## src/rtl/wsplit_pkg.sv

```systemverilog
package wsplit_pkg;

    typedef enum logic [1:0] {
        PK_IDLE = 2'd0,
        PK_FILL = 2'd1,
        PK_HAND = 2'd2
    } pack_state_e;

    // Number of segment words touched by a request
    function automatic int seg_words(input int addr, input int len, input int sb);
        return (len + (addr % sb) + sb - 1) / sb;
    endfunction

    // Index of the segment holding a byte address
    function automatic int seg_of(input int addr, input int sb, input int sc);
        return (addr / sb) % sc;
    endfunction

endpackage

```

## src/rtl/wsplit_slot.sv

```systemverilog
module wsplit_slot #(
    parameter int SB     = 4,
    parameter int SEG_AW = 4
) (
    input  logic              clk,
    input  logic              rst,
    input  logic              load,
    input  logic [SEG_AW-1:0] ld_addr,
    input  logic [SB*8-1:0]   ld_data,
    input  logic [SB-1:0]     ld_be,
    input  logic              cmd_ready,
    output logic              cmd_valid,
    output logic [SEG_AW-1:0] cmd_addr,
    output logic [SB*8-1:0]   cmd_data,
    output logic [SB-1:0]     cmd_be
);

    always_ff @(posedge clk) begin
        if (rst) begin
            cmd_valid <= 1'b0;
            cmd_addr  <= '0;
            cmd_data  <= '0;
            cmd_be    <= '0;
        end else if (load) begin
            cmd_valid <= 1'b1;
            cmd_addr  <= ld_addr;
            cmd_data  <= ld_data;
            cmd_be    <= ld_be;
        end else if (cmd_valid && cmd_ready) begin
            cmd_valid <= 1'b0;
        end
    end

    // a stalled command holds still
    p_hold_r7: assert property (@(posedge clk) disable iff (rst)
        (cmd_valid && !cmd_ready) |=> (cmd_valid && $stable(cmd_addr) && $stable(cmd_data) && $stable(cmd_be)));

    // reload only into a free slot
    p_no_overwrite_r7: assert property (@(posedge clk) disable iff (rst)
        load |-> (!cmd_valid || cmd_ready));

    // a valid command always enables at least one byte
    p_be_nonzero_r5: assert property (@(posedge clk) disable iff (rst)
        cmd_valid |-> (cmd_be != '0));

endmodule

```

## src/rtl/wsplit_packer.sv

```systemverilog
module wsplit_packer
    import wsplit_pkg::*;
#(
    parameter int SB     = 4,
    parameter int SC     = 2,
    parameter int SEG_AW = 4,
    localparam int BUS_B  = SB * SC,
    localparam int ADDR_W = SEG_AW + $clog2(BUS_B),
    localparam int LEN_W  = ADDR_W + 1,
    localparam int LANE_W = $clog2(SB),
    localparam int SEGI_W = (SC > 1) ? $clog2(SC) : 1
) (
    input  logic              clk,
    input  logic              rst,
    input  logic              req_valid,
    input  logic [ADDR_W-1:0] req_addr,
    input  logic [LEN_W-1:0]  req_len,
    input  logic              trk_can_take,
    output logic              req_ready,
    output logic              rej,
    output logic              job_push,
    output logic [SEGI_W-1:0] job_seg,
    output logic [LEN_W-1:0]  job_words,
    input  logic              in_valid,
    input  logic [7:0]        in_data,
    output logic              in_ready,
    output logic              out_valid,
    output logic [SEGI_W-1:0] out_seg,
    output logic [SEG_AW-1:0] out_addr,
    output logic [SB*8-1:0]   out_data,
    output logic [SB-1:0]     out_be,
    input  logic              out_take
);

    localparam logic [ADDR_W+1:0] SPACE = (ADDR_W+2)'(1) << ADDR_W;

    pack_state_e       st;
    logic [LANE_W-1:0] lane;
    logic [LEN_W-1:0]  left;
    logic [ADDR_W+1:0] end_sum;
    logic              bad;
    logic              acc;

    always_comb begin
        end_sum   = {2'b00, req_addr} + {1'b0, req_len};
        bad       = (req_len == '0) || (end_sum > SPACE);
        req_ready = (st == PK_IDLE) && trk_can_take;
        acc       = req_valid && req_ready;
        job_push  = acc && !bad;
        job_seg   = SEGI_W'(seg_of(int'(req_addr), SB, SC));
        job_words = LEN_W'(seg_words(int'(req_addr), int'(req_len), SB));
        in_ready  = (st == PK_FILL);
        out_valid = (st == PK_HAND);
    end

    always_ff @(posedge clk) begin
        if (rst) begin
            st       <= PK_IDLE;
            rej      <= 1'b0;
            lane     <= '0;
            left     <= '0;
            out_seg  <= '0;
            out_addr <= '0;
            out_data <= '0;
            out_be   <= '0;
        end else begin
            rej <= 1'b0;
            case (st)
                PK_IDLE: begin
                    if (acc) begin
                        if (bad) begin
                            rej <= 1'b1;
                        end else begin
                            st       <= PK_FILL;
                            lane     <= req_addr[LANE_W-1:0];
                            left     <= req_len;
                            out_seg  <= job_seg;
                            out_addr <= SEG_AW'(int'(req_addr) / BUS_B);
                            out_data <= '0;
                            out_be   <= '0;
                        end
                    end
                end
                PK_FILL: begin
                    if (in_valid) begin
                        out_data[lane*8 +: 8] <= in_data;
                        out_be[lane]          <= 1'b1;
                        left                  <= left - 1'b1;
                        if ((lane == LANE_W'(SB - 1)) || (left == LEN_W'(1)))
                            st <= PK_HAND;
                        else
                            lane <= lane + 1'b1;
                    end
                end
                PK_HAND: begin
                    if (out_take) begin
                        out_data <= '0;
                        out_be   <= '0;
                        lane     <= '0;
                        if (out_seg == SEGI_W'(SC - 1)) begin
                            out_seg  <= '0;
                            out_addr <= out_addr + 1'b1;
                        end else begin
                            out_seg <= out_seg + 1'b1;
                        end
                        st <= (left == '0) ? PK_IDLE : PK_FILL;
                    end
                end
                default: st <= PK_IDLE;
            endcase
        end
    end

    // a reject pulse follows an accepted request
    p_rej_after_acc_r2: assert property (@(posedge clk) disable iff (rst)
        rej |-> $past(req_valid && req_ready));

    // the slot side takes a word only when one is offered
    p_take_offered_r7: assert property (@(posedge clk) disable iff (rst)
        out_take |-> out_valid);

    // a new job is only pushed when the tracker has room
    p_push_room_r10: assert property (@(posedge clk) disable iff (rst)
        job_push |-> trk_can_take);

endmodule

```

## src/rtl/wsplit_tracker.sv

```systemverilog
module wsplit_tracker #(
    parameter int SC     = 2,
    parameter int LEN_W  = 8,
    localparam int SEGI_W = (SC > 1) ? $clog2(SC) : 1
) (
    input  logic              clk,
    input  logic              rst,
    input  logic [SC-1:0]     done,
    input  logic              job_push,
    input  logic [SEGI_W-1:0] job_seg,
    input  logic [LEN_W-1:0]  job_words,
    output logic              can_take,
    output logic              busy,
    output logic              cpl
);

    logic [LEN_W-1:0]  cnt [SC];
    logic              act_v, q_v;
    logic [SEGI_W-1:0] act_seg, q_seg;
    logic [LEN_W-1:0]  act_left, q_words;
    logic              consume, pop;

    always_comb begin
        consume  = act_v && (cnt[act_seg] != '0);
        pop      = consume && (act_left == LEN_W'(1));
        can_take = !q_v;
        busy     = act_v;
    end

    always_ff @(posedge clk) begin
        if (rst) begin
            for (int s = 0; s < SC; s++) cnt[s] <= '0;
            act_v    <= 1'b0;
            q_v      <= 1'b0;
            act_seg  <= '0;
            q_seg    <= '0;
            act_left <= '0;
            q_words  <= '0;
            cpl      <= 1'b0;
        end else begin
            cpl <= 1'b0;
            for (int s = 0; s < SC; s++) begin
                cnt[s] <= cnt[s] + LEN_W'(done[s])
                          - LEN_W'(consume && (act_seg == SEGI_W'(s)));
            end
            if (consume) begin
                act_seg  <= (act_seg == SEGI_W'(SC - 1)) ? '0 : act_seg + 1'b1;
                act_left <= act_left - 1'b1;
            end
            if (pop) begin
                cpl <= 1'b1;
                if (q_v) begin
                    act_seg  <= q_seg;
                    act_left <= q_words;
                    q_v      <= 1'b0;
                end else begin
                    act_v <= 1'b0;
                end
            end
            if (job_push) begin
                if ((!act_v || pop) && !q_v) begin
                    act_v    <= 1'b1;
                    act_seg  <= job_seg;
                    act_left <= job_words;
                end else begin
                    q_v     <= 1'b1;
                    q_seg   <= job_seg;
                    q_words <= job_words;
                end
            end
        end
    end

    // completion only while a request was outstanding
    p_cpl_busy_r8: assert property (@(posedge clk) disable iff (rst)
        cpl |-> $past(act_v));

    // no push arrives while both positions are held
    p_no_push_full_r10: assert property (@(posedge clk) disable iff (rst)
        job_push |-> !q_v);

    for (genvar g = 0; g < SC; g++) begin : g_ovf
        // per-segment done counter never wraps
        p_no_overflow_r8: assert property (@(posedge clk) disable iff (rst)
            done[g] |-> (cnt[g] != '1));
    end

endmodule

```

## src/rtl/wsplit_write_splitter.sv

```systemverilog
module wsplit_write_splitter #(
    parameter int SEG_COUNT = 2,
    parameter int SEG_BYTES = 4,
    parameter int SEG_AW    = 4,
    localparam int BUS_B  = SEG_BYTES * SEG_COUNT,
    localparam int ADDR_W = SEG_AW + $clog2(BUS_B),
    localparam int LEN_W  = ADDR_W + 1,
    localparam int SEG_DW = SEG_BYTES * 8,
    localparam int SEGI_W = (SEG_COUNT > 1) ? $clog2(SEG_COUNT) : 1
) (
    input  logic                          clk,
    input  logic                          rst,
    input  logic                          wreq_valid,
    output logic                          wreq_ready,
    input  logic [ADDR_W-1:0]             wreq_addr,
    input  logic [LEN_W-1:0]              wreq_len,
    output logic                          wreq_reject,
    input  logic                          byte_valid,
    output logic                          byte_ready,
    input  logic [7:0]                    byte_data,
    output logic [SEG_COUNT-1:0]          sw_valid,
    input  logic [SEG_COUNT-1:0]          sw_ready,
    output logic [SEG_COUNT*SEG_AW-1:0]   sw_addr,
    output logic [SEG_COUNT*SEG_DW-1:0]   sw_data,
    output logic [SEG_COUNT*SEG_BYTES-1:0] sw_be,
    input  logic [SEG_COUNT-1:0]          sw_done,
    output logic                          cmpl_pulse,
    output logic                          busy
);

    logic              trk_can_take;
    logic              job_push;
    logic [SEGI_W-1:0] job_seg;
    logic [LEN_W-1:0]  job_words;
    logic              pk_valid;
    logic [SEGI_W-1:0] pk_seg;
    logic [SEG_AW-1:0] pk_addr;
    logic [SEG_DW-1:0] pk_data;
    logic [SEG_BYTES-1:0] pk_be;
    logic              pk_take;
    logic [SEG_COUNT-1:0] slot_free;
    logic [SEG_COUNT-1:0] slot_load;

    wsplit_packer #(.SB(SEG_BYTES), .SC(SEG_COUNT), .SEG_AW(SEG_AW)) u_pack (
        .clk         (clk),
        .rst         (rst),
        .req_valid   (wreq_valid),
        .req_addr    (wreq_addr),
        .req_len     (wreq_len),
        .trk_can_take(trk_can_take),
        .req_ready   (wreq_ready),
        .rej         (wreq_reject),
        .job_push    (job_push),
        .job_seg     (job_seg),
        .job_words   (job_words),
        .in_valid    (byte_valid),
        .in_data     (byte_data),
        .in_ready    (byte_ready),
        .out_valid   (pk_valid),
        .out_seg     (pk_seg),
        .out_addr    (pk_addr),
        .out_data    (pk_data),
        .out_be      (pk_be),
        .out_take    (pk_take)
    );

    always_comb begin
        slot_free = ~sw_valid | sw_ready;
        pk_take   = pk_valid && slot_free[pk_seg];
        for (int s = 0; s < SEG_COUNT; s++)
            slot_load[s] = pk_take && (pk_seg == SEGI_W'(s));
    end

    for (genvar g = 0; g < SEG_COUNT; g++) begin : g_slot
        wsplit_slot #(.SB(SEG_BYTES), .SEG_AW(SEG_AW)) u_slot (
            .clk      (clk),
            .rst      (rst),
            .load     (slot_load[g]),
            .ld_addr  (pk_addr),
            .ld_data  (pk_data),
            .ld_be    (pk_be),
            .cmd_ready(sw_ready[g]),
            .cmd_valid(sw_valid[g]),
            .cmd_addr (sw_addr[g*SEG_AW +: SEG_AW]),
            .cmd_data (sw_data[g*SEG_DW +: SEG_DW]),
            .cmd_be   (sw_be[g*SEG_BYTES +: SEG_BYTES])
        );
    end

    wsplit_tracker #(.SC(SEG_COUNT), .LEN_W(LEN_W)) u_trk (
        .clk      (clk),
        .rst      (rst),
        .done     (sw_done),
        .job_push (job_push),
        .job_seg  (job_seg),
        .job_words(job_words),
        .can_take (trk_can_take),
        .busy     (busy),
        .cpl      (cmpl_pulse)
    );

    // bytes are only taken while no request is waiting to be accepted
    p_byte_vs_req_r11: assert property (@(posedge clk) disable iff (rst)
        byte_ready |-> !wreq_ready);

    // completion implies the busy flag was up
    p_cpl_after_busy_r9: assert property (@(posedge clk) disable iff (rst)
        cmpl_pulse |-> $past(busy));

endmodule

```

## config.mk

```make
export PLATFORM = sky130hd
export DESIGN_NAME = wsplit_write_splitter
export DESIGN_NICKNAME = d
export VERILOG_FILES = /design/src/rtl/wsplit_pkg.sv /design/src/rtl/wsplit_slot.sv /design/src/rtl/wsplit_packer.sv /design/src/rtl/wsplit_tracker.sv /design/src/rtl/wsplit_write_splitter.sv
export SDC_FILE = /design/constraint.sdc
export NUM_CORES = 1
export LEC_CHECK = 0
export BUFFER_PORTS_ARGS = -buffer_cell sky130_fd_sc_hd__buf_4
export CORE_MARGIN = 2
export CORE_UTILIZATION = 40
export DETAILED_ROUTE_END_ITERATION = 10
export GPL_ROUTABILITY_DRIVEN = 1
export GPL_TIMING_DRIVEN = 0
export PLACE_DENSITY_LB_ADDON = 0.25
export SLEW_MARGIN = 20
export SYNTH_ARGS = -nofsm -noshare
export SYNTH_HDL_FRONTEND = slang
export SYNTH_SLANG_ARGS = --single-unit
```

## constraint.sdc

```tcl
create_clock -name clk -period 3 [get_ports clk]
set_clock_uncertainty 0.1 [all_clocks]
set_input_delay 0.15 -clock clk [delete_from_list [all_inputs] [get_ports clk]]
set_output_delay 0.15 -clock clk [all_outputs]
set_load 0.05 [all_outputs]
```

# Yosys cells after proc, flatten, opt, wreduce, memory -nomap -nowiden
# Memory sizes are Yosys's and may differ from the RTL's. A register that Yosys moved wholly into a read port is not among the register bits.
# Cells that the tools add are included.
word_totals:
  regBits: 157
  ramBits: 16
  elab_cells: 179
  n_memories: 1
memory_table:
  columns: ["name", "depth", "width", "rd", "rd_ports_with_merged_regs", "write_ports", "line_no", "text"]
  rows:
  - ["u_trk.cnt", 2, 8, 3, 1, 2, "wsplit_tracker.sv:17", "logic [LEN_W-1:0] cnt [SC];"]
op_classes:
  addsub: 16
  order_cmp: 4
  n_eq_ne: 12
  shifts: 2
  mux: 72
  n_bitwise: 11
  reduce_logical: 38
op_table:
  columns: ["cell", "count"]
  rows:
  - ["$mux 32", 4]
  - ["$pmux 32 s3", 1]
  - ["$mux 8", 10]
  - ["$neg 5->34", 1]
  - ["$shift 8x34->32 const A", 1]
  - ["$shiftx 8x34->32", 1]
  - ["$add 32x4->32 const B", 1]
  - ["$bwmux 32", 1]
  - ["$mux 4", 8]
  - ["$sub 32x2->32 const B", 1]
  - ["$mux 1", 31]
  - ["$add 8x1->8", 3]
  - ["$mux 2", 10]
  - ["$eq 8x1->1 const B", 2]
  - ["$logic_not 8->1", 2]
  - ["$pmux 8 s2", 1]
  - ["$sub 8x1->8", 2]
  - ["$sub 8x1->8 const B", 2]
  - ["$reduce_and 5->1", 3]
  - ["$logic_and 1x1->1", 14]
  - ["$pmux 2 s3", 2]
  - ["$pmux 4 s3", 1]
  - ["$add 7x8->9", 1]
  - ["$add 8x2->9", 1]
  - ["other kinds (31)", 51]

# Depth between registers and ports, before layout
# Gate-level depths: netlist of the first run.
depth:
  ltp_word: 8
  ltp_mapped: 17
  mapped_depth_nobuf: 17

# By module
# From an unflattened synthesis of the first run, not the netlist that was laid out.
unflattened:
  cells_unflattened: 958
  hier_area_um2: 8713.4
modules_own_cells:
  columns: ["module", "n_inst", "cells_each", "area_per_inst_um2", "seq_area_each_um2"]
  rows:
  - ["wsplit_packer", 1, 419, 3479.6, 1081.0]
  - ["wsplit_slot", 2, 134, 1506.4, 820.8]
  - ["wsplit_tracker", 1, 263, 2173.3, 740.7]
  - ["wsplit_write_splitter", 1, 8, 47.5, 0.0]

# Least setup slack after synthesis of the first run
# OpenSTA, ideal clock, no wires.
synth_path:
  path_kind: "reg-to-reg"
  from: "register (tool-made name)"
  to: "memory u_trk.cnt[0][7]"
  setup_ns: 0.128
  t_arrival_ns: 2.870
  setup_slack_ns: -0.098
  path_stages_with_launch: 16
  path_buffers: 0
  path_cell_list: "dfxtp_1 > inv_1 > a41oi_1 > nand2_1 > inv_1 > ha_1 > ha_1 > inv_1 > ha_1 > a21o_1 > a21o_1 > a21o_1 > a21oi_1 > o21ai_0 > xnor2_1 > nor2_1"
synth_rtl:
  columns: ["element", "line_no"]
  rows:
  - ["to (decl)", "wsplit_tracker.sv:17"]

==> flow_metrics.env, run 1 <==
export IMPL_p_leak_nw=4.12
export IMPL_maxCapViolCount=0
export IMPL_cts_root_buf="clkbuf_16"
export IMPL_drtAntennaViolNets=0
export IMPL_syn_cell_area_um2=8360
export IMPL_path_max_fanout=4
export IMPL_vias=7884
export IMPL_peakVddDrop_mv=0.421
export IMPL_slew_viol_final=0
export IMPL_grt_pass1_wl_um=38300
export IMPL_dpl_worst_slack_ns=-0.448
export IMPL_grt_use_met3=0.0377
export IMPL_die_area_um2=22100
export IMPL_syn_nets=1086
export IMPL_crit_path_end_kind="register"
export IMPL_required_ns=3.20
export IMPL_finalCriticalPeriod_ns=3.07
export IMPL_cts_tree="done"
export IMPL_grt_pass1_vias=7241
export IMPL_fillCellCount=1920
export IMPL_violations="hold timing, setup timing"
export IMPL_hold_viol=1
export IMPL_synth_area_per_cell_um2=8.24
export IMPL_r2r_slack_ns=-0.07
export IMPL_holdWs_ns=-0.0187
export IMPL_yosysWarnings=0
export IMPL_wl_per_cell_um=16.7
export IMPL_drt_iter0_drc=591
export IMPL_worstSetupStartpointType="register"
export IMPL_clkSinkCount=173
export IMPL_synthArstFlopShare=0
export IMPL_die_w_um=149
export IMPL_cts_buffers=17
export IMPL_synth_cell_types=71
export IMPL_die_y_um=149
export IMPL_status="finished, violations left"
export IMPL_total_power_mw=8.68
export IMPL_viasPerCell=5.36
export IMPL_overflow=0
export IMPL_dp_hpwl_um=17900
export IMPL_synth_main_ff_cell="dfxtp_1"
export IMPL_synth_seq_cells=173
export IMPL_seqPwrFrac=0.319
export IMPL_p_switching_mw=3.42
export IMPL_setup_viol=2
export IMPL_initial_core_util=0.410
export IMPL_io_pins=118
export IMPL_clk_latency_ns=0.43
export IMPL_ff2ff_path_depth=18
export IMPL_grt_use_total=0.220
export IMPL_synthCells=1014
export IMPL_final_common_cell="nand2_1"
export IMPL_fp_row_count=52
export IMPL_port_buffers=115
export IMPL_postPlaceCellArea_um2=9560
export IMPL_worst_endpoint_arrival_ns=3.27
export IMPL_core_area_um2=20400
export IMPL_hold_path_class="input pin to register"
export IMPL_layout_common_cells="nand2_1 (202), dfxtp_1 (169), buf_4 (142), a21oi_1 (131), clkbuf_1 (53)"
export IMPL_cell_internal_pwr_mw=5.25
export IMPL_clkPwrFrac=0.251
export IMPL_relSlewSlack=0.434
export IMPL_seq_area_frac_synth=0.414
export IMPL_finalSetupTns_ns=-0.0989
export IMPL_cts_reportedPaths_clkPinSlew_ns=0.07
export IMPL_worst_slack_ns=-0.0704
export IMPL_grt_max_degree=19
export IMPL_clockBufferDepth=2
export IMPL_p_per_area_nw_per_um2=810
export IMPL_layout_drive_gt1_share=0.212
export IMPL_grt_met2_usage=0.348
export IMPL_htreeDepth=4
export IMPL_fmax_mhz=326
export IMPL_finalInstanceArea_um2=10700
export IMPL_combPwrFrac=0.430
export IMPL_place_congestion=0.931
export IMPL_dr_pass1_iters=5
export IMPL_nets=1260
export IMPL_grt_use_met1=0.302
export IMPL_worstSetupPathType="register to register"
export IMPL_busiest_layer="met2"
export IMPL_p_sw_frac=0.394
export IMPL_placed_cells=1399
export IMPL_hold_depth=3
export IMPL_synth_edf_count=0
export IMPL_grt_antenna_before_repair=1
export IMPL_tightest_slew_ns=0.846
export IMPL_rsz0062_at_grt="true"
export IMPL_fin_util=0.526
export IMPL_area_growth_pct=28.1
export IMPL_finalWirelength_um=24600
export IMPL_drc=0
export IMPL_min_period_over_period=1.02
export IMPL_layout_cells_non_filler=1472
[critical path, cell delays in order, from the launching register on]
cell and delay, ns:
dfxtp_1 0.43, nor3b_2 0.24, nand4_1 0.21, nand2_2 0.15
inv_4 0.06, ha_4 0.16, ha_4 0.21, inv_4 0.05
ha_4 0.12, inv_2 0.04, fa_2 0.41, nor2b_4 0.14
buf_4 0.11, buf_4 0.09, buf_4 0.09, buf_4 0.09
buf_4 0.09, buf_4 0.09, nor3_2 0.03
[cells in the mapped netlist, types with 4 or more instances]
| library cell | n | area (um2) |
|---|---|---|
| nand2b_1 | 18 | 113 |
| and3_1 | 9 | 56.3 |
| ha_1 | 38 | 475 |
| nor2_1 | 50 | 188 |
| a21o_1 | 13 | 97.6 |
| a211oi_1 | 4 | 30.0 |
| dfxtp_1 | 173 | 3460 |
| a31oi_1 | 9 | 56.3 |
| a41oi_1 | 5 | 43.8 |
| nor4_1 | 5 | 31.3 |
| a22oi_1 | 4 | 30.0 |
| nand3_1 | 23 | 115 |
| o32ai_1 | 4 | 35.0 |
| xnor2_1 | 17 | 149 |
| nor3_1 | 19 | 95.1 |
| clkbuf_1 | 53 | 199 |
| mux2i_1 | 12 | 120 |
| buf_2 | 5 | 25.0 |
| a311oi_1 | 4 | 35.0 |
| xor2_1 | 10 | 87.6 |
| a21oi_1 | 136 | 681 |
| nand4_1 | 23 | 144 |
| o211ai_1 | 5 | 37.5 |
| o21a_1 | 4 | 30.0 |
| nand2_1 | 203 | 762 |
| nor2b_1 | 15 | 93.8 |
| o21ai_0 | 22 | 110 |
| inv_1 | 42 | 158 |
| a32o_1 | 10 | 100 |
| a21bo_2 | 16 | 160 |
[flip-flops by register name, indices dropped and copies added (netlist names), named ones only]
name / cells
u_pack.left: 8
u_trk.cnt: 16
u_pack.out_seg: 1
g_slot.u_slot.cmd_be: 8
u_trk.act_seg: 1
u_trk.q_v: 1
u_pack.rej: 1
g_slot.u_slot.cmd_addr: 8
g_slot.u_slot.cmd_data: 64
u_trk.cpl: 1
u_pack.out_addr: 4
u_trk.q_words: 8
u_trk.act_left: 8
u_pack.st: 2
u_pack.lane: 2
g_slot.u_slot.cmd_valid: 2
u_pack.out_be: 4
u_pack.out_data: 32
u_trk.q_seg: 1
[area by class of cell]
cell class,count,area (um2),area share
Antenna cell,1,2.50,0.000234
Buffer,65,278,0.0259
Clock buffer,18,429,0.0401
Clock inverter,14,148,0.0138
Inverter,42,165,0.0154
Multi-Input combinational cell,734,4660,0.435
Sequential cell,173,3470,0.324
Tap cell,270,338,0.0315
Timing Repair Buffer,155,1210,0.113
[timing repair]
item / CTS / global route
endpoints found under the hold margin: 39 / 0
setup endpoints to repair: 8 / 44
gates cloned: 0 / 0
pin swaps: 13 / 30
hold buffers: 14 / 0
resized for setup: 25 / 34
setup buffers: 17 / 10
[power groups by stage]
stage          sequential, mW  combinational (mW)  clock (mW)
2_1_floorplan            2.75                2.30           0
3_3_place_gp             2.79                2.94           0
3_5_place_dp             2.79                2.98           0
4_1_cts                  2.76                3.36        2.20
5_1_grt                  2.80                4.08        2.30
6_report                 2.77                3.73        2.18
[worst paths after layout]
| kind | from | endpoint |
|---|---|---|
| setup / recovery | u_trk.act_seg | u_trk.cnt[0][2] |
| hold reg to reg | g_slot[0].u_slot.cmd_data[30] | g_slot[0].u_slot.cmd_data[30] |
| setup reg to reg | u_trk.act_seg | u_trk.cnt[0][2] |
| hold / removal | sw_done[0] | u_trk.cnt[0][0] |
[cells by family (layout without fill, tap and decap cells)]
family / Yosys count / count (layout) / share of synthesized area
AOI/OAI and AO/OA: 266 / 266 / 0.209
and+or+nand+nor: 386 / 386 / 0.215
muxes: 13 / 13 / 0.0157
buffers and inverters: 107 / 294 / 0.0519
other: 0 / 1 / 0
xor gates and xnor gates: 27 / 27 / 0.0283
adders and majority gates: 42 / 42 / 0.0653
DFF: 173 / 173 / 0.414
[per-layer routing]
layer / vias up / part of all wire
met2: 218 / 0.46
li1: 3890 / -
met5: - / 0
met3: 40 / 0.054
met1: 3736 / 0.46
met4: 0 / 0.023
Note: power is estimated with default switching activity, not from simulation.
==> run 2: changes to the inputs <==
--- a/config.mk
+++ b/config.mk
@@ -7,11 +7,11 @@
 export LEC_CHECK = 0
 export BUFFER_PORTS_ARGS = -buffer_cell sky130_fd_sc_hd__buf_4
 export CORE_MARGIN = 2
-export CORE_UTILIZATION = 40
+export CORE_UTILIZATION = 52
 export DETAILED_ROUTE_END_ITERATION = 10
 export GPL_ROUTABILITY_DRIVEN = 1
-export GPL_TIMING_DRIVEN = 0
 export PLACE_DENSITY_LB_ADDON = 0.25
+export REMOVE_ABC_BUFFERS = 1
 export SLEW_MARGIN = 20
 export SYNTH_ARGS = -nofsm -noshare
 export SYNTH_HDL_FRONTEND = slang
==> flow_metrics.env, run 2 (synthesized netlist as in run 1, its figures left out) <==
export IMPL_worst_slack_ns=-0.198
export IMPL_crit_path_max_incr_delay_ns=0.37
export IMPL_fp_row_count=46
export IMPL_cts_reportedPaths_clkPinSlew_ns=0.07
export IMPL_hold_depth=3
export IMPL_grt_pass1_wl_um=35500
export IMPL_finalWirelength_um=22600
export IMPL_path_max_fanout=3
export IMPL_grt_antenna_before_repair=0
export IMPL_hold_viol=0
export IMPL_grt_pass1_vias=7178
export IMPL_viasPerCell=5.60
export IMPL_hold_path_class="input pin to register"
export IMPL_reg2reg_from="u_trk.act_seg"
export IMPL_overflow=0
export IMPL_die_area_um2=17100
export IMPL_status="finished, violations left"
export IMPL_initial_core_util=0.530
export IMPL_finalSetupTns_ns=-0.638
export IMPL_grt_max_degree=67
export IMPL_io_pins=118
export IMPL_place_congestion=0.853
export IMPL_critical_path_top_cell_by_count="ha_4"
export IMPL_slew_viol_final=0
export IMPL_worstSetupStartpointType="register"
export IMPL_clkSinkCount=173
export IMPL_r2r_end="u_trk.cnt[1][6]"
export IMPL_port_buffers=117
export IMPL_worst_endpoint_arrival_ns=3.40
export IMPL_rsz0062_at_grt="true"
export IMPL_cp_cell_sequence="nor3b_1 > nand4_1 > nand2_1 > buf_6 > inv_6 > ha_4 > ha_4 > inv_2 > ha_4 > inv_2 > fa_2 > nor2b_4 > o21ai_2 > nand2b_1 > a21o_1 > a21oi_2 > xor2_1 > nor2_1"
export IMPL_finalCriticalPeriod_ns=3.20
export IMPL_crit_path_end_kind="register"
export IMPL_cts_root_buf="clkbuf_16"
export IMPL_min_from="wreq_addr[4]"
export IMPL_total_power_mw=8.78
export IMPL_dp_hpwl_um=14600
export IMPL_holdWs_ns=0.0219
export IMPL_clockBufferDepth=2
export IMPL_area_growth_pct=28.9
export IMPL_grt_use_total=0.260
export IMPL_htreeDepth=4
export IMPL_die_y_um=131
export IMPL_vias=7853
export IMPL_relSlewSlack=0.339
export IMPL_fillCellCount=1317
export IMPL_largest_reg_flops=64
export IMPL_layout_common_cells="nand2_1 (203), buf_4 (184), dfxtp_1 (164), a21oi_1 (132), nor2_1 (50)"
export IMPL_ff2ff_path_depth=18
export IMPL_worstSetupPathType="register to register"
export IMPL_cts_buffers=17
export IMPL_maxCapViolCount=0
export IMPL_final_common_cell="nand2_1"
export IMPL_layout_drive_gt1_share=0.245
export IMPL_cts_tree="done"
export IMPL_drc=0
export IMPL_r2r_slack_ns=-0.20
export IMPL_drt_iter0_drc=609
export IMPL_num_antenna_cells=0
export IMPL_wl_per_cell_um=16.1
export IMPL_fmax_mhz=313
export IMPL_top_regs="g_slot.u_slot.cmd_data (64), u_pack.out_data (32), u_trk.cnt (16)"
export IMPL_nets=1245
export IMPL_clk_latency_ns=0.44
export IMPL_min_to="u_pack.out_addr[1]"
export IMPL_top_register="g_slot.u_slot.cmd_data"
export IMPL_crit_slowest_cell="dfxtp_2"
export IMPL_drtAntennaViolNets=0
export IMPL_die_w_um=131
export IMPL_p_leak_nw=4.26
export IMPL_core_area_um2=15800
export IMPL_setup_viol=7
export IMPL_peakVddDrop_mv=0.524
export IMPL_p_per_area_nw_per_um2=815
export IMPL_tightest_slew_ns=0.991
export IMPL_violations="setup timing"
export IMPL_min_period_over_period=1.07
export IMPL_dr_pass1_iters=6
export IMPL_required_ns=3.20
==> run 2: cell type report <==
class / instances / area [um2] / area share
inverters: 42 / 163 / 0.0151
clock buffers: 18 / 439 / 0.0408
repair buffers: 205 / 1610 / 0.150
clock inverters: 14 / 168 / 0.0156
well taps: 216 / 270 / 0.0251
flip-flops and latches: 173 / 3480 / 0.323
multi-input cells: 734 / 4640 / 0.431
==> run 2: layer usage <==
metal | vias up | part of all wire | GRT usage
met5 | - | 0 | 0
met4 | 0 | 0.013 | 0.0732
met3 | 27 | 0.052 | 0.0603
met2 | 216 | 0.48 | 0.410
met1 | 3749 | 0.45 | 0.358
li1 | 3861 | - | -
==> run 2: repair_timing <==
item,in CTS,in global routing
resized for setup,27,26
endpoints found under the setup margin,8,19
setup buffers,19,8
hold buffers,18,0
pin swaps,15,35
hold endpoints to repair,42,0
==> run 2: critical path, delay by kind of cell (launching register included) <==
kind,cells,cell delay [ns]
AO/OA/AOI/OAI,3,0.27
XOR/XNOR,1,0.21
adder cells (fa/ha/maj),4,0.88
buffers and inverters,4,0.26
flip-flops,1,0.37
AND/OR/NAND/NOR,6,0.98
==> run 2: worst max path at each step <==
stage / startpoint / end / cells past startpoint
after floorplan: u_pack.st[0] / u_pack.out_data[16] / 7
after global placement: u_trk.cnt[0][3] / u_trk.cnt[1][6] / 17
after detailed placement: u_trk.cnt[0][3] / u_trk.cnt[1][6] / 17
after CTS: u_trk.cnt[1][7] / u_trk.cnt[1][6] / 18
after global routing: u_trk.act_seg / u_trk.cnt[1][6] / 18
final: u_trk.act_seg / u_trk.cnt[1][6] / 18
==> run 2: per-stage QoR <==
stage	cell area (um2)	cells	setup slack (ns)	util
finish	10800	1402	-0.198	0.683
detailed placement	9600	1327	-0.173	0.609
global placement	9600	1327	-0.0434	0.609
global route	10800	1402	-0.282	0.683
CTS	10600	1396	-0.0230	0.674
floorplan	8080	949	-0.648	-
==> run 2: where the power goes <==
group / total (mW) / internal, mW / leakage [nW] / switching [mW]
Combinational: 3.76 / 1.64 / 2.56 / 2.12
Clock: 2.25 / 1.21 / 0.295 / 1.04
Sequential: 2.77 / 2.53 / 1.40 / 0.232
Total: 8.78 / 5.38 / 4.26 / 3.40
==> run 3: changes to the inputs <==
--- a/config.mk
+++ b/config.mk
@@ -7,9 +7,10 @@
 export LEC_CHECK = 0
 export BUFFER_PORTS_ARGS = -buffer_cell sky130_fd_sc_hd__buf_4
 export CORE_MARGIN = 2
-export CORE_UTILIZATION = 52
+export CORE_UTILIZATION = 55
 export DETAILED_ROUTE_END_ITERATION = 10
 export GPL_ROUTABILITY_DRIVEN = 1
+export MAX_ROUTING_LAYER = met4
 export PLACE_DENSITY_LB_ADDON = 0.25
 export REMOVE_ABC_BUFFERS = 1
 export SLEW_MARGIN = 20
==> constraint.sdc (replaced) <==
create_clock -name clk -period 3.4 [get_ports clk]
set_clock_uncertainty 0.1 [all_clocks]
set_input_delay 0.17 -clock clk [delete_from_list [all_inputs] [get_ports clk]]
set_output_delay 0.17 -clock clk [all_outputs]
set_load 0.05 [all_outputs]
==> flow_metrics.env, run 3 (synthesized netlist as in run 1, its figures left out) <==
export IMPL_peakVddDrop_mv=0.573
export IMPL_critPathTopFamily="adder cells"
export IMPL_final_common_cell="nand2_1"
export IMPL_die_y_um=127
export IMPL_crit_slowest_cell="fa_1"
export IMPL_wl_per_cell_um=16.0
export IMPL_dp_hpwl_um=14100
export IMPL_hold_depth=3
export IMPL_p_leak_nw=3.96
export IMPL_critical_path_top_cell_by_count="ha_1"
export IMPL_htreeDepth=4
export IMPL_cts_buffers=17
export IMPL_clockBufferDepth=2
export IMPL_r2r_end="u_trk.cnt[1][6]"
export IMPL_worst_slack_ns=0.178
export IMPL_port_buffers=117
export IMPL_layout_common_cells="nand2_1 (202), dfxtp_1 (173), buf_4 (139), a21oi_1 (136), nor2_1 (50)"
export IMPL_reg2reg_from="u_trk.cnt[1][3]"
export IMPL_cts_reportedPaths_clkPinSlew_ns=0.07
export IMPL_ff2ff_path_depth=17
export IMPL_io_pins=118
export IMPL_crit_path_max_incr_delay_ns=0.43
export IMPL_cts_root_buf="clkbuf_16"
export IMPL_grt_use_total=0.269
export IMPL_grt_pass1_wl_um=34300
export IMPL_finalInstanceArea_um2=10100
export IMPL_layout_drive_gt1_share=0.186
export IMPL_top_register="g_slot.u_slot.cmd_data"
export IMPL_required_ns=3.60
export IMPL_min_from="wreq_addr[0]"
export IMPL_r2r_slack_ns=0.18
export IMPL_path_buf_inv=3
export IMPL_top_regs="g_slot.u_slot.cmd_data (64), u_pack.out_data (32), u_trk.cnt (16)"
export IMPL_die_w_um=127
export IMPL_fmax_mhz=310
export IMPL_viasPerCell=5.73
export IMPL_clkSinkCount=173
export IMPL_slew_viol_final=0
export IMPL_worstSetupPathType="register to register"
export IMPL_finalCriticalPeriod_ns=3.22
export IMPL_vias=7570
export IMPL_dpl_worst_slack_ns=0.0287
export IMPL_min_period_over_period=0.948
export IMPL_setup_viol=0
export IMPL_largest_reg_flops=64
export IMPL_place_congestion=0.896
export IMPL_grt_pass1_vias=6924
export IMPL_path_max_fanout=6
export IMPL_grt_max_degree=70
export IMPL_num_antenna_cells=0
export IMPL_grt_antenna_before_repair=0
export IMPL_status="finished, final reports clean"
export IMPL_min_to="u_pack.lane[0]"
export IMPL_cp_cell_sequence="nor4_2 > nand4_1 > nand2_2 > inv_2 > ha_1 > ha_1 > inv_1 > ha_1 > inv_1 > fa_1 > nor2b_2 > o21ai_0 > nand2b_1 > a21o_1 > a21oi_1 > xor2_1 > nor2_1"
export IMPL_maxCapViolCount=0
export IMPL_dr_pass1_iters=5
export IMPL_core_area_um2=15000
export IMPL_overflow=0
export IMPL_hold_path_class="input pin to register"
export IMPL_initial_core_util=0.556
export IMPL_fp_row_count=45
export IMPL_worst_endpoint_arrival_ns=3.42
export IMPL_fillCellCount=1269
export IMPL_clk_latency_ns=0.43
export IMPL_tightest_slew_ns=0.884
export IMPL_drt_iter0_drc=498
export IMPL_worstSetupStartpointType="register"
export IMPL_cts_tree="done"
export IMPL_die_area_um2=16200
export IMPL_p_per_area_nw_per_um2=689
export IMPL_relSlewSlack=0.409
export IMPL_area_growth_pct=20.7
export IMPL_drtAntennaViolNets=0
export IMPL_crit_path_end_kind="register"
export IMPL_postPlaceCellArea_um2=9390
export IMPL_hold_viol=0
export IMPL_drc=0
export IMPL_finalWirelength_um=21100
export IMPL_nets=1192
[run 3: metal layers]
layer,routed length (um),GRT usage
met1,9730,0.356
met2,9920,0.417
met3,1070,0.0486
met4,367,0.0911
met5,0,-
[run 3: area by class of cell]
class                   instances  area, um2  share of cell area
flip-flops and latches        173       3460               0.343
repair buffers                152       1180               0.117
well taps                     188        235              0.0233
clock inverters                11       81.3             0.00806
inverters                      42        158              0.0156
multi-input cells             734       4510               0.447
clock buffers                  21        460              0.0456
[run 3: metrics by stage]
stage | util | setup TNS (ns) | hold WS, ns | cells | power (mW)
2_1_floorplan | - | -2.71 | 0.137 | 949 | 4.31
3_5_place_dp | 0.625 | 0 | 0.330 | 1276 | 5.10
3_3_place_gp | 0.625 | 0 | 0.329 | 1276 | 5.03
4_1_cts | 0.668 | 0 | 0.00139 | 1319 | 6.91
6_report | 0.671 | 0 | 0.0224 | 1321 | 6.95
5_1_grt | 0.671 | -0.0560 | 0.0270 | 1321 | 7.38
[run 3: worst max path at each step]
| stage | from | end | cells past startpoint |
|---|---|---|---|
| after floorplan | u_pack.st[0] | u_pack.out_data[16] | 7 |
| after global placement | u_trk.cnt[0][3] | u_trk.cnt[1][6] | 17 |
| after detailed placement | u_trk.cnt[0][3] | u_trk.cnt[1][6] | 17 |
| after CTS | u_trk.cnt[0][3] | u_trk.cnt[1][6] | 17 |
| after global routing | u_trk.cnt[1][3] | u_trk.cnt[0][6] | 17 |
| final | u_trk.cnt[1][3] | u_trk.cnt[1][6] | 17 |
[run 3: what timing repair did]
action	CTS	global route
gates resized for setup	0	7
setup endpoints to repair	0	4
buffers inserted	0	1
hold endpoints to repair	36	1
hold buffers	11	1
[run 3: power breakdown]
part	total [mW]	switching (mW)	internal, mW
sequential	2.43	0.208	2.23
combinational	2.71	1.64	1.08
clock	1.81	0.828	0.979
total	6.95	2.67	4.28
[run 3: worst reg2reg max path: stages (launching register included)]
cell and delay, ns:
dfxtp_1 0.33, nor4_2 0.31, nand4_1 0.18, nand2_2 0.13
inv_2 0.08, ha_1 0.21, ha_1 0.29, inv_1 0.06
ha_1 0.17, inv_1 0.07, fa_1 0.43, nor2b_2 0.15
o21ai_0 0.08, nand2b_1 0.12, a21o_1 0.13, a21oi_1 0.07
xor2_1 0.14, nor2_1 0.05
